$ cat src/rtl/bcd_scan_pkg.sv
package bcd_scan_pkg;

    localparam int NUM_POS   = 8;
    localparam int NUM_BYTES = 3;

    typedef logic [7:0] seg_t;

    localparam seg_t SEG_OFF  = 8'hFF;
    localparam seg_t SEG_DASH = 8'hBF;

    typedef logic [NUM_BYTES-1:0][7:0] time_bcd_t;

    // every third position is a separator (2 and 5)
    function automatic bit is_separator(input int pos);
        return (pos % 3) == 2;
    endfunction

    // source byte index for a digit position: 0 hours, 1 minutes, 2 seconds
    function automatic int byte_of(input int pos);
        return pos / 3;
    endfunction

    // tens digit sits at the first position of each group
    function automatic bit is_tens(input int pos);
        return (pos % 3) == 0;
    endfunction

endpackage

$ cat src/rtl/scan_dwell_ctr.sv
module scan_dwell_ctr #(
    parameter int DWELL = 8
) (
    input  logic clk_i,
    input  logic rst_ni,
    output logic slot_first_o,
    output logic slot_last_o
);
    localparam int CW = (DWELL > 1) ? $clog2(DWELL) : 1;
    localparam logic [CW-1:0] LAST = CW'(DWELL - 1);

    typedef struct packed {
        logic [CW-1:0] cnt;
    } state_t;

    state_t st_d, st_q;

    always_comb begin
        st_d = st_q;
        if (st_q.cnt == LAST) st_d.cnt = '0;
        else                  st_d.cnt = st_q.cnt + 1'b1;
    end

    always_ff @(posedge clk_i or negedge rst_ni) begin
        if (!rst_ni) st_q <= '0;
        else         st_q <= st_d;
    end

    assign slot_first_o = (st_q.cnt == '0);
    assign slot_last_o  = (st_q.cnt == LAST);
endmodule

$ cat src/rtl/scan_pos_ctr.sv
module scan_pos_ctr #(
    parameter int NPOS = 8,
    localparam int PW  = (NPOS > 1) ? $clog2(NPOS) : 1
) (
    input  logic          clk_i,
    input  logic          rst_ni,
    input  logic          advance_i,
    output logic [PW-1:0] pos_o
);
    localparam logic [PW-1:0] LAST = PW'(NPOS - 1);

    typedef struct packed {
        logic [PW-1:0] pos;
    } state_t;

    state_t st_d, st_q;

    always_comb begin
        st_d = st_q;
        if (advance_i) begin
            if (st_q.pos == LAST) st_d.pos = '0;
            else                  st_d.pos = st_q.pos + 1'b1;
        end
    end

    always_ff @(posedge clk_i or negedge rst_ni) begin
        if (!rst_ni) st_q <= '0;
        else         st_q <= st_d;
    end

    assign pos_o = st_q.pos;
endmodule

$ cat src/rtl/seg_encode.sv
module seg_encode (
    input  logic [3:0] nib_i,
    output logic [7:0] seg_o
);
    // active low, bit0 = a ... bit6 = g, bit7 = point (kept dark)
    always_comb begin
        unique case (nib_i)
            4'd0:    seg_o = 8'hC0;
            4'd1:    seg_o = 8'hF9;
            4'd2:    seg_o = 8'hA4;
            4'd3:    seg_o = 8'hB0;
            4'd4:    seg_o = 8'h99;
            4'd5:    seg_o = 8'h92;
            4'd6:    seg_o = 8'h82;
            4'd7:    seg_o = 8'hF8;
            4'd8:    seg_o = 8'h80;
            4'd9:    seg_o = 8'h90;
            default: seg_o = 8'hFF;
        endcase
    end
endmodule

$ cat src/rtl/bcd_clock_scan.sv
module bcd_clock_scan #(
    parameter int CLK_HZ   = 100_000_000,
    parameter int DWELL_US = 2000
) (
    input  logic       clk_i,
    input  logic       rst_ni,
    input  logic [7:0] hours_i,
    input  logic [7:0] minutes_i,
    input  logic [7:0] seconds_i,
    output logic [7:0] seg_no,
    output logic [7:0] dig_sel_o
);
    import bcd_scan_pkg::*;

    localparam int DWELL = (CLK_HZ / 1_000_000) * DWELL_US;
    localparam int PW    = $clog2(NUM_POS);

    typedef struct packed {
        time_bcd_t hold;
    } state_t;

    state_t st_d, st_q;

    logic          slot_first;
    logic          slot_last;
    logic [PW-1:0] pos;
    logic          frame_start;
    seg_t          pat [NUM_POS];

    scan_dwell_ctr #(.DWELL(DWELL)) i_dwell (
        .clk_i        (clk_i),
        .rst_ni       (rst_ni),
        .slot_first_o (slot_first),
        .slot_last_o  (slot_last)
    );

    scan_pos_ctr #(.NPOS(NUM_POS)) i_pos (
        .clk_i     (clk_i),
        .rst_ni    (rst_ni),
        .advance_i (slot_last),
        .pos_o     (pos)
    );

    assign frame_start = slot_first && (pos == '0);

    always_comb begin
        st_d = st_q;
        if (frame_start) begin
            st_d.hold[0] = hours_i;
            st_d.hold[1] = minutes_i;
            st_d.hold[2] = seconds_i;
        end
    end

    always_ff @(posedge clk_i or negedge rst_ni) begin
        if (!rst_ni) st_q <= '0;
        else         st_q <= st_d;
    end

    for (genvar g = 0; g < NUM_POS; g++) begin : g_pos
        if (is_separator(g)) begin : g_sep
            assign pat[g] = SEG_DASH;
        end else begin : g_num
            localparam int BI = byte_of(g);
            logic [3:0] nib;
            assign nib = is_tens(g) ? st_q.hold[BI][7:4] : st_q.hold[BI][3:0];
            seg_encode i_enc (
                .nib_i (nib),
                .seg_o (pat[g])
            );
        end
    end

    always_comb begin
        if (slot_first) begin
            seg_no    = SEG_OFF;
            dig_sel_o = '0;
        end else begin
            seg_no    = pat[pos];
            dig_sel_o = 8'(1) << pos;
        end
    end
endmodule

$ cat config.mk
export PLATFORM = sky130hd
export DESIGN_NAME = bcd_clock_scan
export DESIGN_NICKNAME = d
export VERILOG_FILES = /design/src/rtl/bcd_scan_pkg.sv /design/src/rtl/scan_dwell_ctr.sv /design/src/rtl/scan_pos_ctr.sv /design/src/rtl/seg_encode.sv /design/src/rtl/bcd_clock_scan.sv
export SDC_FILE = /design/constraint.sdc
export NUM_CORES = 1
export LEC_CHECK = 0
export ABC_AREA = 0
export ABC_CLOCK_PERIOD_IN_PS = 6600
export BUFFER_PORTS_ARGS = -buffer_cell sky130_fd_sc_hd__buf_2
export CORE_ASPECT_RATIO = 1.25
export CORE_MARGIN = 2
export CORE_UTILIZATION = 49
export CTS_BUF_LIST = sky130_fd_sc_hd__clkbuf_4 sky130_fd_sc_hd__clkbuf_8
export CTS_CLUSTER_SIZE = 14
export DETAILED_ROUTE_END_ITERATION = 8
export GPL_ROUTABILITY_DRIVEN = 0
export PLACE_DENSITY = 0.73
export SKIP_CTS_REPAIR_TIMING = 1
export SLEW_MARGIN = 20
export SYNTH_ARGS = -nofsm -noshare
export SYNTH_HDL_FRONTEND = slang
export SYNTH_HIERARCHICAL = 1
export SYNTH_SLANG_ARGS = --single-unit
$ cat constraint.sdc
create_clock -name clk_i -period 6.6 [get_ports clk_i]
set_clock_uncertainty 0.05 [all_clocks]
set_input_delay 1.65 -clock clk_i [delete_from_list [all_inputs] [get_ports clk_i]]
set_output_delay 1.65 -clock clk_i [all_outputs]
set_load 0.02 [all_outputs]
==> reports/metrics.yaml <==
syn-cell-area_um2: 3825
sw_frac_of_total: 0.2842
ys_warn_count: 6
cp.arrival_ns: 2.91
vias: 2974
ys_seq_area_frac: 0.2944
cts_max_level: 2
syn_inst: 427
clockPowerShare: 0.305
die_h_um: 102.8
synth_area_leaders: "dfrtp_1 29%, mux2_2 11%, ha_1 11%"
drc_errors: 0
grt.total_usage: 0.1876
rsz0062_at_grt: "no"
async_reset_ff_frac: 1.000
tns_ns: 0
hold_violations: 0
ios: 42
crit_buf_inv: 1
finalCritPeriodShare: 0.6991
worstSkewPairLatency_ns: 0.30
critPathMaxStageDelay_ns: 0.80
layout-drive-gt1-share: 0.2344
synth.distinct_cells: 44
clockBufferDepth: 2
synth_edf_count: 0
fmax_mhz: 216.7
wl_per_cell_um: 14.02
cts_buffers: 5
hpwl_um: 5615
power.net_switching_w: 0.0001602
setup_violations: 0
total_power_w: 0.0005639
fillCellCount: 698
ant_nets: 0
post-route-min-period_ns: 4.614
antenna_found_initial: 0
die_area_um2: 8533
layout.area.seq_um2: 1126
slowest_stage: "nor3_1"
grt_pass1_wl_um: 13170
antennaDiodeCount: 0
relSlewSlack: 0.3274
maxCapViolCount: 0
clock-sinks: 45
start_kind: "flop"
power_frac_comb: 0.164
internal_power_w: 0.0004036
r2r_slack_ns: 3.61
routed_wl_um: 7614
p_per_area_nw_per_um2: 139.8
grt_overflow: 0
hold_class: "flop to flop"
p_seq_frac: 0.531
irDropWorstVdd_v: 0.00008603
worstMarginPinSlew_ns: 1.009
multi_input_area_um2: 2401
cp_max_fo: 10
yosysTopAreaCell: "dfrtp_1"
critPathTopFamily: "simple AND/OR/NAND/NOR gates"
power_leakage_nw: 1.810
slew_violations: 0
final_nets: 507
vias_per_cell: 5.477
port_buffers: 41
path_cells: "nor4_4 -> nand2_1 -> nor3_1 -> nand2b_1 -> o22ai_1 -> o21ai_0 -> buf_2"
die_w_um: 83.03
grt_max_degree: 46
first_global_vias: 2802
synthFlopType: "dfrtp_1"
synthesis.nets: 487
synth-seq-cells: 45
synth_top_area_frac: 0.2944
endpoint_kind: "output pin"
syn_to_final_growth_pct: 5.463
clkTransAtPathRegs_ns: 0.08
status: "complete, no violations"
worstPathRequired_ns: 4.90
firstDrtPassIters: 4
drt_iter0_drc: 126
rows: 36
start_util: 0.4966
coreArea_um2: 7702
worstSetupPathType: "flop to output pin"
cts_tree: "yes"
postSynthAreaPerCell_um2: 8.958
root_buffer: "clkbuf_8"
-- layout by cell type, fill, tap and decap left out, types with 2 or more instances in the layout --
master    instances
nor2b_1           2
inv_1            23
nand2_1          23
dfrtp_1          45
buf_2            40
nand2b_1         28
and4_1            2
xor2_1            3
a21oi_1          14
buf_4             2
nor2_1           42
a31oi_1          11
or2_1             6
nand4_4           2
o22ai_1           7
clkbuf_8          5
nor4_1            2
nand3_1           7
or2b_1            6
nand4_1           3
conb_1            6
mux2_2           39
mux2i_1           3
o21ai_0          47
nor3_1            8
xnor2_1           7
ha_1             34
nor4_4            2
clkinv_2          2
o221ai_1          7
a21oi_2           6
-- path summary, 6_finish.rpt --
kind                                                endpoint                      start  cells after the start
min in group asynchronous  g_pos[0].g_num.nib[3]$_DFFE_PN0P_                     rst_ni                      1
hold / removal                     i_dwell/st_q[0]$_DFF_PN0_  i_dwell/st_q[0]$_DFF_PN0_                      1
setup / recovery                                   seg_no[1]  i_dwell/st_q[6]$_DFF_PN0_                      7
max in group asynchronous          i_dwell/st_q[7]$_DFF_PN0_                     rst_ni                      1
hold reg to reg                    i_dwell/st_q[0]$_DFF_PN0_  i_dwell/st_q[0]$_DFF_PN0_                      1
setup reg to reg           g_pos[3].g_num.nib[3]$_DFFE_PN0P_  i_dwell/st_q[6]$_DFF_PN0_                      6
-- worst register-to-register path: cells and delay by family (launching register included) --
kind | cells | cell delay, ns
muxes | 1 | 0.39
DFF | 1 | 0.50
buffers and inverters | 1 | 0.37
and+or+nand+nor | 4 | 1.58
-- metal layers --
metal,up-vias,global-route usage,routed length (um)
met5,-,0,0
met4,0,0.07818,203
li1,1506,-,-
met2,60,0.3288,3711
met3,16,0.03203,271
met1,1392,0.2312,3428
-- synth_stat cells, types with 8 or more instances --
master and number:
buf_2 10, dfrtp_1 45, mux2_2 39, inv_1 23, buf_6 9, nor2_1 42
a21oi_1 14, o21ai_0 47, nand2_1 23, a31oi_1 11, ha_1 34, nor3_1 8
nand2b_1 28
-- sequential cells by signal, summed over array words and instances, names as in the netlist --
name             flops
g_pos.g_num.nib     24
i_dwell/st_q        18
i_pos/pos_o          3
-- area by class of cell --
type / instances / share of cell area
repair buffers: 42 / 0.05335
multi-input cells: 330 / 0.5952
well taps: 95 / 0.02947
clock buffers: 6 / 0.01892
flip-flops and latches: 45 / 0.2792
clock inverters: 2 / 0.002481
inverters: 23 / 0.02140
-- power groups by stage --
stage	Sequential, W	Clock [W]	Combinational, W
floorplan	0.000295	0	0.0000771
global placement	0.000304	0	0.0000902
detailed placement	0.000304	0	0.0000928
CTS	0.000299	0.000180	0.0000935
global route	0.000302	0.000188	0.000107
finish	0.000299	0.000172	0.0000926
-- logic make-up (layout without fill, tap and decap cells) --
kind of cell / Yosys count / after routing / synth area share
other: 6 / 6 / 0.005888
DFF: 45 / 45 / 0.2944
xor gates and xnor gates: 10 / 10 / 0.02290
muxes: 43 / 43 / 0.1256
adders and majority gates: 34 / 34 / 0.1112
and+or+nand+nor: 142 / 142 / 0.2152
buffers and inverters: 52 / 73 / 0.07785
AOI/OAI and AO/OA: 95 / 95 / 0.1469
-- through the flow --
stage                 util  instance area (um^2)  hold slack (ns)  std cells  worst slack [ns]
detailed placement  0.5122                  3945           0.4528        535             2.285
finish              0.5237                  4034           0.4579        543             1.986
global route        0.5237                  4034           0.4849        543             1.751
CTS                 0.5234                  4031           0.4653        543             1.941
floorplan                -                  3825           0.4107        427             2.775
global placement    0.5122                  3945           0.4440        535             2.351
(Power assumes the default switching activity.)
